File: config.mk
export PLATFORM = sky130hd
export DESIGN_NAME = ballast_seq
export DESIGN_NICKNAME = d
export VERILOG_FILES = /design/src/rtl/ballast_pkg.sv /design/src/rtl/ballast_sync.sv /design/src/rtl/ballast_fsm.sv /design/src/rtl/ballast_drive.sv /design/src/rtl/ballast_seq.sv
export SDC_FILE = /design/constraint.sdc
export NUM_CORES = 1
export LEC_CHECK = 0
export BUFFER_PORTS_ARGS = -buffer_cell sky130_fd_sc_hd__buf_2
export CORE_MARGIN = 2
export CORE_UTILIZATION = 25
export CTS_BUF_LIST = sky130_fd_sc_hd__clkbuf_2
export DETAILED_ROUTE_END_ITERATION = 16
export MAX_ROUTING_LAYER = met4
export SETUP_SLACK_MARGIN = 0.1
export SYNTH_ARGS = -nofsm -noshare
export SYNTH_HDL_FRONTEND = slang
export SYNTH_SLANG_ARGS = --single-unit
File: constraint.sdc
create_clock -name clk -period 1.7 [get_ports clk]
set_input_delay 0.17 -clock clk [delete_from_list [all_inputs] [get_ports clk]]
set_output_delay 0.17 -clock clk [all_outputs]
set_load 0.1 [all_outputs]
File: src/rtl/ballast_pkg.sv
package ballast_pkg;
    typedef enum logic [2:0] {
        M_UVLO  = 3'd0,
        M_PRE   = 3'd1,
        M_IGN   = 3'd2,
        M_RUN   = 3'd3,
        M_FAULT = 3'd4
    } mode_e;

    localparam int NFLAG     = 9;
    localparam int F_VCC_UP  = 0;
    localparam int F_VCC_OK  = 1;
    localparam int F_TMR     = 2;
    localparam int F_SD_HI   = 3;
    localparam int F_SD_LO   = 4;
    localparam int F_EOL_OVR = 5;
    localparam int F_EOL_UND = 6;
    localparam int F_BUS_UV  = 7;
    localparam int F_OC      = 8;
endpackage

File: src/rtl/ballast_sync.sv
module ballast_sync #(
    parameter int W      = 9,
    parameter int STAGES = 2
) (
    input  logic         clk,
    input  logic         rst_n,
    input  logic [W-1:0] async_i,
    output logic [W-1:0] sync_o
);
    logic [STAGES-1:0][W-1:0] st_d, st_q;

    always_comb begin
        st_d[0] = async_i;
        for (int i = 1; i < STAGES; i++) begin
            st_d[i] = st_q[i-1];
        end
    end

    always_ff @(posedge clk or negedge rst_n) begin
        if (!rst_n) st_q <= '0;
        else        st_q <= st_d;
    end

    assign sync_o = st_q[STAGES-1];
endmodule

File: src/rtl/ballast_fsm.sv
module ballast_fsm
    import ballast_pkg::*;
#(
    parameter int RUN_CROSS = 2
) (
    input  logic             clk,
    input  logic             rst_n,
    input  logic [NFLAG-1:0] flags,
    output mode_e            mode_o,
    output logic             kill_o
);
    localparam int CW = $clog2(RUN_CROSS + 1);

    typedef struct packed {
        mode_e         mode;
        logic          arm;
        logic          kill;
        logic          tmr_prev;
        logic [CW-1:0] cnt;
    } fsm_t;

    fsm_t st_d, st_q;
    logic rise, drop, eol_bad;
    logic [CW-1:0] cnt_inc;

    always_comb begin
        st_d    = st_q;
        rise    = flags[F_TMR] && !st_q.tmr_prev;
        drop    = !flags[F_VCC_OK] || flags[F_SD_HI];
        eol_bad = flags[F_EOL_OVR] || flags[F_EOL_UND];
        cnt_inc = st_q.cnt + CW'(1);
        st_d.tmr_prev = flags[F_TMR];

        case (st_q.mode)
            M_UVLO: begin
                st_d.kill = 1'b0;
                st_d.cnt  = '0;
                if (flags[F_SD_HI]) st_d.arm = 1'b1;
                if (st_q.arm && flags[F_SD_LO] && !flags[F_SD_HI] &&
                    flags[F_VCC_UP] && flags[F_VCC_OK]) begin
                    st_d.mode = M_PRE;
                    st_d.arm  = 1'b0;
                end
            end
            M_PRE: begin
                if (drop) begin
                    st_d.mode = M_UVLO;
                    st_d.arm  = 1'b0;
                end else if (flags[F_OC]) begin
                    st_d.mode = M_FAULT;
                end else if (rise) begin
                    st_d.cnt  = cnt_inc;
                    st_d.mode = M_IGN;
                end
            end
            M_IGN: begin
                if (drop) begin
                    st_d.mode = M_UVLO;
                    st_d.arm  = 1'b0;
                end else if (rise) begin
                    st_d.cnt = cnt_inc;
                    if (cnt_inc >= CW'(RUN_CROSS)) st_d.mode = M_RUN;
                end
            end
            M_RUN: begin
                if (drop) begin
                    st_d.mode = M_UVLO;
                    st_d.arm  = 1'b0;
                end else if (eol_bad || flags[F_OC]) begin
                    st_d.mode = M_FAULT;
                end else if (flags[F_BUS_UV]) begin
                    st_d.kill = 1'b1;
                end
            end
            M_FAULT: begin
                if (drop) begin
                    st_d.mode = M_UVLO;
                    st_d.arm  = 1'b0;
                end
            end
            default: st_d.mode = M_UVLO;
        endcase
    end

    always_ff @(posedge clk or negedge rst_n) begin
        if (!rst_n) begin
            st_q.mode     <= M_UVLO;
            st_q.arm      <= 1'b0;
            st_q.kill     <= 1'b0;
            st_q.tmr_prev <= 1'b0;
            st_q.cnt      <= '0;
        end else begin
            st_q <= st_d;
        end
    end

    assign mode_o = st_q.mode;
    assign kill_o = st_q.kill;


    fault_exit_chk: assert property (@(posedge clk) disable iff (!rst_n)
        st_q.mode == M_FAULT |=> (st_q.mode == M_FAULT || st_q.mode == M_UVLO));


    ign_no_fault_chk: assert property (@(posedge clk) disable iff (!rst_n)
        st_q.mode == M_IGN |=> st_q.mode != M_FAULT);


    uvlo_exit_chk: assert property (@(posedge clk) disable iff (!rst_n)
        st_q.mode == M_UVLO |=> (st_q.mode == M_UVLO || st_q.mode == M_PRE));


    supply_drop_chk: assert property (@(posedge clk) disable iff (!rst_n)
        (st_q.mode != M_UVLO && !flags[F_VCC_OK]) |=> st_q.mode == M_UVLO);


    kill_sticky_chk: assert property (@(posedge clk) disable iff (!rst_n)
        (st_q.kill && st_q.mode != M_UVLO) |=> st_q.kill);
endmodule

File: src/rtl/ballast_drive.sv
module ballast_drive
    import ballast_pkg::*;
(
    input  logic  clk,
    input  logic  rst_n,
    input  mode_e mode,
    input  logic  kill,
    output logic  hs_en,
    output logic  ls_en,
    output logic  pfc_en,
    output logic  tmr_dis,
    output logic  osc_dis,
    output logic  vcc_dis,
    output logic  pfc_gain_hi,
    output logic  oc_cnt_en,
    output logic  eol_chk_en,
    output logic  busuv_chk_en
);
    logic gate_on, hold_dis;

    always_comb begin
        gate_on      = (mode == M_PRE || mode == M_IGN || mode == M_RUN) && !kill;
        hold_dis     = (mode == M_UVLO || mode == M_FAULT);
        hs_en        = gate_on;
        ls_en        = gate_on;
        pfc_en       = gate_on;
        tmr_dis      = hold_dis;
        osc_dis      = hold_dis;
        vcc_dis      = kill;
        pfc_gain_hi  = (mode == M_PRE || mode == M_IGN);
        oc_cnt_en    = (mode == M_PRE || mode == M_RUN);
        eol_chk_en   = (mode == M_RUN);
        busuv_chk_en = (mode == M_RUN);
    end


    fault_outputs_chk: assert property (@(posedge clk) disable iff (!rst_n)
        mode == M_FAULT |-> (!hs_en && !ls_en && !pfc_en && tmr_dis && osc_dis));


    kill_outputs_chk: assert property (@(posedge clk) disable iff (!rst_n)
        kill |-> (!hs_en && !ls_en && !pfc_en && vcc_dis));


    ign_masks_chk: assert property (@(posedge clk) disable iff (!rst_n)
        mode == M_IGN |-> (!oc_cnt_en && !eol_chk_en && pfc_gain_hi));
endmodule

File: src/rtl/ballast_seq.sv
module ballast_seq
    import ballast_pkg::*;
#(
    parameter int SYNC_STAGES = 2,
    parameter int RUN_CROSS   = 2
) (
    input  logic       clk,
    input  logic       rst_n,
    input  logic       vcc_above_up,
    input  logic       vcc_above_low,
    input  logic       tmr_cross,
    input  logic       sd_above_hi,
    input  logic       sd_below_lo,
    input  logic       eol_over,
    input  logic       eol_under,
    input  logic       bus_uv,
    input  logic       oc_fault,
    output logic       hs_en,
    output logic       ls_en,
    output logic       pfc_en,
    output logic       tmr_dis,
    output logic       osc_dis,
    output logic       vcc_dis,
    output logic       pfc_gain_hi,
    output logic       oc_cnt_en,
    output logic       eol_chk_en,
    output logic       busuv_chk_en,
    output logic [2:0] mode_o
);
    logic [NFLAG-1:0] raw_flags, sync_flags;
    mode_e            mode;
    logic             kill;

    always_comb begin
        raw_flags            = '0;
        raw_flags[F_VCC_UP]  = vcc_above_up;
        raw_flags[F_VCC_OK]  = vcc_above_low;
        raw_flags[F_TMR]     = tmr_cross;
        raw_flags[F_SD_HI]   = sd_above_hi;
        raw_flags[F_SD_LO]   = sd_below_lo;
        raw_flags[F_EOL_OVR] = eol_over;
        raw_flags[F_EOL_UND] = eol_under;
        raw_flags[F_BUS_UV]  = bus_uv;
        raw_flags[F_OC]      = oc_fault;
    end

    ballast_sync #(.W(NFLAG), .STAGES(SYNC_STAGES)) u_sync (
        .clk(clk), .rst_n(rst_n), .async_i(raw_flags), .sync_o(sync_flags)
    );

    ballast_fsm #(.RUN_CROSS(RUN_CROSS)) u_fsm (
        .clk(clk), .rst_n(rst_n), .flags(sync_flags), .mode_o(mode), .kill_o(kill)
    );

    ballast_drive u_drive (
        .clk(clk), .rst_n(rst_n), .mode(mode), .kill(kill),
        .hs_en(hs_en), .ls_en(ls_en), .pfc_en(pfc_en),
        .tmr_dis(tmr_dis), .osc_dis(osc_dis), .vcc_dis(vcc_dis),
        .pfc_gain_hi(pfc_gain_hi), .oc_cnt_en(oc_cnt_en),
        .eol_chk_en(eol_chk_en), .busuv_chk_en(busuv_chk_en)
    );

    assign mode_o = mode;
endmodule

[Word level (Yosys, flattened, before mapping)]
Index checks and enable logic that the tools add are counted.
Storage, ports and cells
  bits in registers: 26
  input bits: 11
  output and inout port bits: 13
  logic and storage cells: 76
Operators by class
  add/subtract/negate cells: 1
  magnitude comparators: 1
  equal/unequal tests: 18
  multiplexer cells: 23
  reduce and logical (&&, ||, !) cells: 26
Operator list (number)
  3-bit 2-to-1 mux: 8
  3-bit case mux with 5 select lines: 1
  2-bit inequality test (second input constant): 7
  4-bit AND reduction: 3
  3-bit inequality test (second input constant): 3
  2-bit 2-to-1 mux: 4
  4-bit 2-to-1 mux: 2
  1-bit logical OR: 7
  3-bit by 2-bit == test with 1-bit output (second input constant): 2
  1-bit logical AND: 6
  2-bit case mux with 3 select lines: 1
  6-bit AND reduction: 1
  3-bit nonzero test: 2
  1-bit 2-to-1 mux: 5
  1-bit logical NOT: 4
  2-bit by 1-bit inequality test with 1-bit output (second input constant): 2
  4-bit inequality test (second input constant): 1
  3-bit by 1-bit == test with 1-bit output (second input constant): 1
  3-bit == test (second input constant): 1
  3-bit logical NOT: 1
  3-bit by 1-bit inequality test with 1-bit output (second input constant): 1
  1-bit case mux with 3 select lines: 1
  3-bit OR reduction: 1
  2-bit by 1-bit adder with 2-bit output (second input constant): 1
  other kinds (3): 3

[Depth between registers and ports, before layout]
Gate-level depths: netlist of the first run.
  word-level depth: 6
  gate-level depth with buffers: 6
  depth with buffers taken out: 5

[Cells and area by module]
A second synthesis of the first run with hierarchy kept.
Unflattened totals
  cells, all modules: 95
  area, all modules: 1114.8 sq um
Modules (own cells, without submodules)
  ballast_fsm: instances 1, cells each 66, area an instance 585.6 sq um, sequential area each 200.2 sq um
  ballast_sync: instances 1, cells each 18, area an instance 450.4 sq um, sequential area each 450.4 sq um
  ballast_drive: instances 1, cells each 11, area an instance 78.8 sq um, sequential area each 0.0 sq um

[Worst setup path before layout of the first run]
OpenSTA, ideal clock, no wires.
  path kind: reg2out
  start point: reg, netlist name u_fsm.mode_o[1]
  end point: out ls_en
  data arrival time: 3.765 ns
  required time: 1.530 ns
  slack: -2.235 ns
  cell stages (with the launch flop): 5
  path buffers: 1
  path through: dfrtp_1 -> or2_4 -> clkinv_2 -> nor3_1 -> buf_4
On the way
  cells in the longest elaborated chain, start to end: 4
  elaborated cells between the ends (all ways): 6
  those cells by class: 3 x eq/ne; 3 x reduce/logical
Ends and longest elaborated chain
  3-bit by 1-bit == test with 1-bit output / 3-bit by 2-bit == test with 1-bit output (equally long branches): line ballast_drive.sv:22  | gate_on = (mode == M_PRE || mode == M_IGN || mode == M_RUN) && !kill;
  1-bit logical OR: line ballast_drive.sv:22
  1-bit logical OR (*): line ballast_drive.sv:22
  1-bit logical AND (*): line ballast_drive.sv:22
  end: declaration: line ballast_seq.sv:19  | output logic ls_en,
Every way passes the cells marked *; elsewhere a longest branch is shown, timed or not.

[Worst setup path in the final report of the first run]
  start point: reg, netlist name u_fsm.mode_o[1]
  end point: out pfc_gain_hi
On the way
  cells in the longest elaborated chain, start to end: 2
  elaborated cells between the ends (all ways): 3
  those cells by class: 2 x eq/ne; 1 x reduce/logical
Ends and longest elaborated chain
  3-bit by 1-bit == test with 1-bit output / 3-bit by 2-bit == test with 1-bit output (equally long branches): line ballast_drive.sv:30  | pfc_gain_hi = (mode == M_PRE || mode == M_IGN);
  1-bit logical OR (*): line ballast_drive.sv:30
  end: declaration: line ballast_seq.sv:24  | output logic pfc_gain_hi,
Marks and branches as above.

==> run_summary.xml, run 1 <==
<?xml version="1.0" encoding="UTF-8"?>
<metrics>
  <group name="layout">
    <metric name="num-fill-cells" unit="">391</metric>
    <metric name="num_antenna_cells" unit="">0</metric>
    <metric name="finish.net_count" unit="">151</metric>
    <metric name="area_delta_synth_final" unit="%">59.5</metric>
    <metric name="final_layout_size_suffix_gt1_share" unit="%">46.8</metric>
    <metric name="layout_commonest_cell" unit="">sky130_fd_sc_hd__dfrtp_1</metric>
    <metric name="most_frequent_cells_in_the_layout" unit="">sky130_fd_sc_hd__dfrtp_1 (22), sky130_fd_sc_hd__buf_4 (16), sky130_fd_sc_hd__buf_2 (12), sky130_fd_sc_hd__buf_12 (11), sky130_fd_sc_hd__dlygate4sd3_1 (10)</metric>
  </group>
  <group name="placement">
    <metric name="port-buffer-count" unit="">23</metric>
    <metric name="dp.final_hpwl" unit="mm">1.44</metric>
    <metric name="worst_case_setup_slack_after_placement" unit="ps">121</metric>
    <metric name="finalWeightedCongestion" unit="">0.860</metric>
  </group>
  <group name="critical_path">
    <metric name="crit_family" unit="">flip-flops</metric>
    <metric name="cp_num_buf_inv" unit="">2</metric>
    <metric name="worst_reg2reg_endpoint" unit="">u_fsm.mode_o[0]</metric>
    <metric name="cp_data_arrival_time" unit="ps">1520</metric>
    <metric name="worst_path_largest_cell_delay" unit="ps">480</metric>
    <metric name="worst-setup-path-type" unit="">flip-flop to output port</metric>
    <metric name="timing.critical_path.depth" unit="">4</metric>
    <metric name="critical-path-slowest-cell" unit="">sky130_fd_sc_hd__dfrtp_2</metric>
    <metric name="timing.rr.start" unit="">u_fsm.mode_o[1]</metric>
    <metric name="worst_setup_path_start_kind" unit="">flip-flop</metric>
    <metric name="cp_data_required_time" unit="ps">1530</metric>
    <metric name="crit_path_cell_chain" unit="">buf_6 -&gt; or2b_1 -&gt; a21oi_4 -&gt; buf_12</metric>
    <metric name="worst-path-max-fanout" unit="">4</metric>
    <metric name="critPathCaptureType" unit="">output port</metric>
    <metric name="r2r.worst_path.cells" unit="">6</metric>
    <metric name="worst-r2r-setup-slack" unit="ps">70</metric>
  </group>
  <group name="global_routing">
    <metric name="grt_max_degree" unit="">27</metric>
    <metric name="number_of_antenna_violations_at_the_first_check_in_global_routing" unit="">0</metric>
    <metric name="track_usage" unit="%">10.2</metric>
    <metric name="overflow" unit="">0</metric>
    <metric name="first_pass_grt_wire_length" unit="mm">4.01</metric>
    <metric name="first_global_vias" unit="">911</metric>
  </group>
  <group name="logic_synthesis">
    <metric name="syn-instance-count" unit="">93</metric>
    <metric name="synth_sequential_area_ratio" unit="%">60.2</metric>
    <metric name="number_of_warning_messages_in_the_yosys_log" unit="">0</metric>
    <metric name="synth_xor_area_share" unit="%">0.810</metric>
    <metric name="yosys_register_bits" unit="">26</metric>
    <metric name="synthesis.area_per_instance" unit="um^2">11.6</metric>
    <metric name="synthMuxAreaShare" unit="%">0</metric>
    <metric name="synthesis.nets" unit="">104</metric>
    <metric name="main_combinational_cell_family_by_area_after_synthesis" unit="">simple AND/OR/NAND/NOR gates</metric>
    <metric name="post_synth_and_or_nand_nor_area_fraction" unit="%">18.3</metric>
    <metric name="synth_adder_area_share" unit="%">0</metric>
    <metric name="yosysUniqueCellTypes" unit="">38</metric>
    <metric name="synth_compound_gate_area_share" unit="%">12.7</metric>
    <metric name="mappedNetlistArea" unit="um^2">1080</metric>
  </group>
  <group name="sta">
    <metric name="clock_skew" unit="ps">6.20</metric>
    <metric name="fmax" unit="MHz">590</metric>
    <metric name="finalMaxSlewViolations" unit="">0</metric>
    <metric name="tightest_slew" unit="ps">563</metric>
    <metric name="rsz0062_at_grt" unit="">true</metric>
    <metric name="post-route-min-period" unit="ps">1690</metric>
    <metric name="timing.final.crit_share" unit="%">99.7</metric>
    <metric name="setup_slack" unit="ps">5.63</metric>
    <metric name="final-setup-viol-count" unit="">0</metric>
    <metric name="slew_headroom" unit="%">62.4</metric>
    <metric name="hold_viol" unit="">0</metric>
  </group>
  <group name="job">
    <metric name="cap_violations" unit="">0</metric>
  </group>
  <group name="route">
    <metric name="first_iter_violations" unit="">29</metric>
    <metric name="post_drt_wl_per_cell" unit="um">12.1</metric>
    <metric name="detail_route.vias_per_cell" unit="">4.57</metric>
    <metric name="final_antenna_net_count" unit="">0</metric>
    <metric name="drtPass1Iterations" unit="">4</metric>
    <metric name="finalWirelength" unit="mm">2.29</metric>
    <metric name="drcViolationCount" unit="">0</metric>
    <metric name="vias" unit="">863</metric>
  </group>
  <group name="clock_network">
    <metric name="ctsRootBufferMaster" unit="">sky130_fd_sc_hd__clkbuf_2</metric>
    <metric name="number_of_buffers_inserted_during_clock_tree_synthesis" unit="">3</metric>
    <metric name="clkTransAtPathRegs" unit="ps">230</metric>
    <metric name="worst_skew_pair.late_latency" unit="ps">330</metric>
    <metric name="maximum_clock_path_buffer_count" unit="">2</metric>
    <metric name="cts_tree" unit="">done</metric>
    <metric name="cts-htree-levels" unit="">1</metric>
    <metric name="cts_sinks" unit="">26</metric>
  </group>
  <group name="floorplan">
    <metric name="die-height" unit="um">69.8</metric>
    <metric name="fp.dieW" unit="um">69.8</metric>
    <metric name="core-area" unit="um^2">4090</metric>
    <metric name="initial_core_util" unit="%">26.5</metric>
    <metric name="rows" unit="">23</metric>
    <metric name="die_area" unit="um^2">4870</metric>
    <metric name="io-pin-count" unit="">24</metric>
  </group>
  <group name="power_and_ir_drop">
    <metric name="leakage" unit="uW">0.000765</metric>
    <metric name="power.density_cell_area" unit="nW/um^2">836</metric>
    <metric name="post-layout-total-power" unit="uW">1440</metric>
    <metric name="ir_drop_worst_case_vdd" unit="V">0.000516</metric>
  </group>
  <group name="hold_path">
    <metric name="hold_path_class" unit="">primary input to asynchronous set/reset pin</metric>
  </group>
  <group name="status">
    <metric name="status" unit="">completed</metric>
  </group>
</metrics>
==> how the worst max path moves through the flow <==
| stage | from | end | slack, ps |
|---|---|---|---|
| after detailed placement | u_fsm.mode_o[0] | u_fsm.mode_o[0] | 120 |
| after global routing | u_fsm.mode_o[0] | hs_en | -110 |
| final | u_fsm.mode_o[1] | pfc_gain_hi | 6 |
| after floorplan | u_fsm.mode_o[1] | ls_en | -450 |
| after CTS | u_fsm.mode_o[1] | pfc_gain_hi | -40 |
| after global placement | u_fsm.mode_o[0] | u_fsm.st_q[4] | 150 |
==> kinds of logic after synthesis <==
group / Yosys count
AND/OR/NAND/NOR: 34
flip-flops: 26
AO/OA/AOI/OAI: 19
buffers and inverters: 13
XOR/XNOR: 1
==> area by class of cell <==
type                       instances  area [um^2]  area share, %
inverter                           3         28.8           1.67
multi-input combinational         54          398           23.1
clock inverter                     1         30.0           1.74
clock buffer                       3         15.0          0.871
timing repair buffer              52          534           31.0
sequential                        26          656           38.0
tap                               50         62.6           3.63
==> where the power goes <==
part / total [uW] / leakage, uW / switching (uW) / internal (uW)
sequential: 666 / 0.000309 / 16.8 / 649
combinational: 399 / 0.000430 / 236 / 163
clock: 377 / 0.0000266 / 174 / 203
total: 1440 / 0.000765 / 427 / 1010
==> layer usage <==
metal / global-route usage (%) / wire length [um]
met5: - / 0
met4: 2.99 / 29
met3: 1.60 / 110
met2: 18.1 / 1250
met1: 11.7 / 898
==> cell usage after synthesis (all sizes together) <==
| master | number | area share [%] |
|---|---|---|
| a22o | 1 | 0.81 |
| nor3 | 3 | 1.4 |
| or3b | 1 | 0.81 |
| o221ai | 1 | 0.81 |
| nand2b | 4 | 3.0 |
| and2b | 1 | 0.69 |
| or2b | 1 | 0.69 |
| nand3 | 2 | 0.93 |
| a31oi | 2 | 1.2 |
| nor2 | 8 | 2.8 |
| nand3b | 1 | 0.69 |
| or3 | 1 | 0.58 |
| clkinv | 1 | 0.46 |
| nand2 | 5 | 1.7 |
| a211oi | 1 | 1.2 |
| dfrtp | 26 | 60 |
| and2 | 1 | 0.58 |
| a21oi | 4 | 1.9 |
| a2111oi | 1 | 0.81 |
| or4 | 1 | 0.69 |
| o21ai | 3 | 1.4 |
| inv | 2 | 0.69 |
| nor4 | 1 | 1.2 |
| a41oi | 1 | 0.81 |
| o211a | 1 | 0.93 |
| o22ai | 1 | 0.58 |
| o311ai | 1 | 0.81 |
| buf | 10 | 6.8 |
| or2 | 1 | 0.81 |
| xnor2 | 1 | 0.81 |
| a221o | 1 | 0.93 |
| nand4 | 1 | 0.58 |
| and3 | 1 | 0.58 |
| o211ai | 1 | 0.69 |
| nor2b | 1 | 0.58 |
==> sequential cells by signal (all words and copies together) (netlist names) <==
name           count
u_fsm.kill_o       1
u_fsm.mode_o       3
u_fsm.st_q         4
u_sync.st_d        9
u_sync.sync_o      9
==> repair_timing <==
action / in CTS / in global routing
buffers inserted: 14 / 2
endpoints found under the setup margin: 13 / 13
hold endpoints to repair: 35 / 0
resized for setup: 9 / 6
pin swaps: 9 / 8
hold buffers: 10 / 0
==> stage by stage <==
stage / TNS, ps / util (%) / cell area [um^2] / hold WS, ps / cells
after global placement: 0 / 34.5 / 1410 / 176 / 160
after global routing: -567 / 42.2 / 1720 / 314 / 189
after CTS: -40.0 / 41.5 / 1690 / 304 / 188
after floorplan: -1450 / - / 1170 / -126 / 93
after detailed placement: 0 / 34.5 / 1410 / 194 / 160
final: 0 / 42.2 / 1720 / 312 / 189
Note: power is estimated with default switching activity, not from simulation.
==> inputs of run 2 (changes only) <==
--- a/config.mk
+++ b/config.mk
@@ -6,11 +6,14 @@
 export NUM_CORES = 1
 export LEC_CHECK = 0
 export BUFFER_PORTS_ARGS = -buffer_cell sky130_fd_sc_hd__buf_2
+export CELL_PAD_IN_SITES_DETAIL_PLACEMENT = 1
+export CELL_PAD_IN_SITES_GLOBAL_PLACEMENT = 2
 export CORE_MARGIN = 2
 export CORE_UTILIZATION = 25
-export CTS_BUF_LIST = sky130_fd_sc_hd__clkbuf_2
+export CTS_BUF_LIST = sky130_fd_sc_hd__clkbuf_4 sky130_fd_sc_hd__clkbuf_8 sky130_fd_sc_hd__clkbuf_16
 export DETAILED_ROUTE_END_ITERATION = 16
 export MAX_ROUTING_LAYER = met4
+export PLACE_DENSITY_LB_ADDON = 0.1
 export SETUP_SLACK_MARGIN = 0.1
 export SYNTH_ARGS = -nofsm -noshare
 export SYNTH_HDL_FRONTEND = slang
==> constraint.sdc (replaced) <==
create_clock -name clk -period 2.04 [get_ports clk]
set_input_delay 0.204 -clock clk [delete_from_list [all_inputs] [get_ports clk]]
set_output_delay 0.204 -clock clk [all_outputs]
set_load 0.1 [all_outputs]
==> run 2 against run 1 <==
Clock skew fell by 4.3 ps; final area decreased by 20%; sequential share of layout area grew 9.7 points; register-to-register slack better by 290 ps; critical path type unchanged.
==> run_summary.xml, run 2 (synthesis gave the netlist of run 1 again) <==
<?xml version="1.0" encoding="UTF-8"?>
<metrics>
  <group name="status">
    <metric name="status" unit="">completed</metric>
  </group>
  <group name="power_and_ir_drop">
    <metric name="netSwitchingPower" unit="uW">339</metric>
    <metric name="sw_frac_of_total" unit="%">30.7</metric>
    <metric name="leakage" unit="uW">0.000609</metric>
    <metric name="post-layout-total-power" unit="uW">1110</metric>
    <metric name="pwr-share-comb" unit="%">22.7</metric>
    <metric name="power.density_cell_area" unit="nW/um^2">807</metric>
    <metric name="clock_power_share" unit="%">26.9</metric>
    <metric name="ir_drop_worst_case_vdd" unit="V">0.000316</metric>
    <metric name="power.share.sequential" unit="%">50.3</metric>
    <metric name="internal-power" unit="uW">768</metric>
  </group>
  <group name="floorplan">
    <metric name="initial_core_util" unit="%">26.5</metric>
    <metric name="die_area" unit="um^2">4870</metric>
    <metric name="core-area" unit="um^2">4090</metric>
    <metric name="io-pin-count" unit="">24</metric>
    <metric name="fp.dieW" unit="um">69.8</metric>
    <metric name="rows" unit="">23</metric>
    <metric name="die-height" unit="um">69.8</metric>
  </group>
  <group name="route">
    <metric name="post_drt_wl_per_cell" unit="um">12.9</metric>
    <metric name="first_iter_violations" unit="">46</metric>
    <metric name="vias" unit="">747</metric>
    <metric name="detail_route.vias_per_cell" unit="">4.50</metric>
    <metric name="drcViolationCount" unit="">0</metric>
    <metric name="drtPass1Iterations" unit="">4</metric>
    <metric name="finalWirelength" unit="mm">2.14</metric>
    <metric name="final_antenna_net_count" unit="">0</metric>
  </group>
  <group name="clock_network">
    <metric name="maximum_clock_path_buffer_count" unit="">2</metric>
    <metric name="cts_tree" unit="">done</metric>
    <metric name="ctsRootBufferMaster" unit="">sky130_fd_sc_hd__clkbuf_8</metric>
    <metric name="number_of_buffers_inserted_during_clock_tree_synthesis" unit="">3</metric>
    <metric name="cts_sinks" unit="">26</metric>
    <metric name="worst_skew_pair.late_latency" unit="ps">260</metric>
    <metric name="clkTransAtPathRegs" unit="ps">80</metric>
    <metric name="cts-htree-levels" unit="">1</metric>
  </group>
  <group name="layout">
    <metric name="num_antenna_cells" unit="">0</metric>
    <metric name="final_layout_size_suffix_gt1_share" unit="%">37.9</metric>
    <metric name="area_delta_synth_final" unit="%">26.9</metric>
    <metric name="most_frequent_cells_in_the_layout" unit="">sky130_fd_sc_hd__dfrtp_1 (23), sky130_fd_sc_hd__buf_2 (18), sky130_fd_sc_hd__nor2_1 (7), sky130_fd_sc_hd__nand2_1 (5), sky130_fd_sc_hd__buf_4 (5)</metric>
    <metric name="layout.cells.non_filler" unit="">166</metric>
    <metric name="layout_commonest_cell" unit="">sky130_fd_sc_hd__dfrtp_1</metric>
    <metric name="finish.net_count" unit="">128</metric>
  </group>
  <group name="placement">
    <metric name="dp.final_hpwl" unit="mm">1.55</metric>
    <metric name="worst_case_setup_slack_after_placement" unit="ps">296</metric>
    <metric name="finalWeightedCongestion" unit="">0.740</metric>
    <metric name="placed_cells_incl_taps" unit="">156</metric>
    <metric name="port-buffer-count" unit="">23</metric>
  </group>
  <group name="job">
    <metric name="cap_violations" unit="">0</metric>
  </group>
  <group name="sta">
    <metric name="fmax" unit="MHz">552</metric>
    <metric name="tightest_slew" unit="ps">635</metric>
    <metric name="timing.hold.ws" unit="ps">39.1</metric>
    <metric name="hold_viol" unit="">0</metric>
    <metric name="timing.final.crit_share" unit="%">88.8</metric>
    <metric name="finalMaxSlewViolations" unit="">0</metric>
    <metric name="final-setup-viol-count" unit="">0</metric>
    <metric name="rsz0062_at_grt" unit="">false</metric>
    <metric name="setup_slack" unit="ps">228</metric>
    <metric name="clock_skew" unit="ps">1.90</metric>
    <metric name="slew_headroom" unit="%">57.7</metric>
    <metric name="post-route-min-period" unit="ps">1810</metric>
  </group>
  <group name="critical_path">
    <metric name="worst-setup-path-type" unit="">flip-flop to output port</metric>
    <metric name="critical-path-slowest-cell" unit="">sky130_fd_sc_hd__dfrtp_2</metric>
    <metric name="critPathCaptureType" unit="">output port</metric>
    <metric name="crit_path_cell_chain" unit="">or2_4 -&gt; clkinv_8 -&gt; nor3_4 -&gt; buf_12</metric>
    <metric name="worst-path-max-fanout" unit="">12</metric>
    <metric name="worst_path_largest_cell_delay" unit="ps">480</metric>
    <metric name="cp_num_buf_inv" unit="">2</metric>
    <metric name="crit_family" unit="">simple AND/OR/NAND/NOR gates</metric>
    <metric name="cp_data_arrival_time" unit="ps">1610</metric>
    <metric name="worst_setup_path_start_kind" unit="">flip-flop</metric>
    <metric name="cp_data_required_time" unit="ps">1840</metric>
  </group>
  <group name="global_routing">
    <metric name="grt_max_degree" unit="">27</metric>
    <metric name="track_usage" unit="%">9.81</metric>
    <metric name="overflow" unit="">0</metric>
    <metric name="first_pass_grt_wire_length" unit="mm">3.67</metric>
    <metric name="number_of_antenna_violations_at_the_first_check_in_global_routing" unit="">0</metric>
    <metric name="first_global_vias" unit="">750</metric>
  </group>
  <group name="hold_path">
    <metric name="hold_path_class" unit="">primary input to flip-flop</metric>
  </group>
</metrics>
## run 2: cell types whose count changed in the layout (fill, tap and decap cells not counted), sizes merged
cell,before,now
dlygate4sd3,10,1
clkbuf,3,6
buf,42,26
bufinv,1,0
## run 2: metrics by stage
stage / util, % / setup TNS, ps / area, um^2
6_report: 33.6 / 0 / 1370
5_1_grt: 33.6 / 0 / 1370
4_1_cts: 32.5 / 0 / 1330
3_3_place_gp: 31.0 / 0 / 1270
3_5_place_dp: 31.0 / 0 / 1270
2_1_floorplan: - / -369 / 1150
## run 2: final timing paths
path	from	to	slack (ps)	cells after the start
worst max-delay path	u_fsm.mode_o[1]	ls_en	230	4
worst min-delay path	sd_below_lo	u_sync.st_d[13]	40	1
worst max register to register	u_fsm.mode_o[2]	u_fsm.st_q[1]	360	3
worst min register to register	u_sync.st_d[17]	u_sync.sync_o[8]	350	0
max in group asynchronous	rst_n	u_fsm.kill_o	1180	2
min in group asynchronous	rst_n	u_sync.st_d[11]	460	2
## run 2: routing by layer
metal  GRT usage, %  up-vias  routed length (um)  share of wire (%)
met3           1.89        5                  83                3.9
li1               -      365                   -                  -
met5              -        -                   0                  0
met1           12.2      359                 971                 45
met2           15.4       18                1040                 49
met4           4.49        0                  40                1.9
## run 2: power by group through the flow
stage / logic [uW] / registers [uW] / clock network [uW]
5_1_grt: 268 / 561 / 338
3_3_place_gp: 241 / 567 / 0
4_1_cts: 245 / 559 / 319
6_report: 252 / 557 / 298
3_5_place_dp: 243 / 569 / 0
2_1_floorplan: 200 / 560 / 0
## run 2: area by class of cell
type | count | area (um^2)
multi-input cells | 54 | 369
inverters | 3 | 23.8
clock buffers | 4 | 48.8
fillers | 465 | 2720
flip-flops and latches | 26 | 654
well taps | 50 | 62.6
repair buffers | 29 | 213
## run 2: timing repair
| item | CTS | global route |
|---|---|---|
| endpoints found under the hold margin | 26 | 0 |
| hold buffers | 1 | 0 |
| pin swaps | 0 | 0 |
| resized for setup | 1 | 3 |
| endpoints found under the setup margin | 5 | 6 |
| buffers inserted | 0 | 5 |
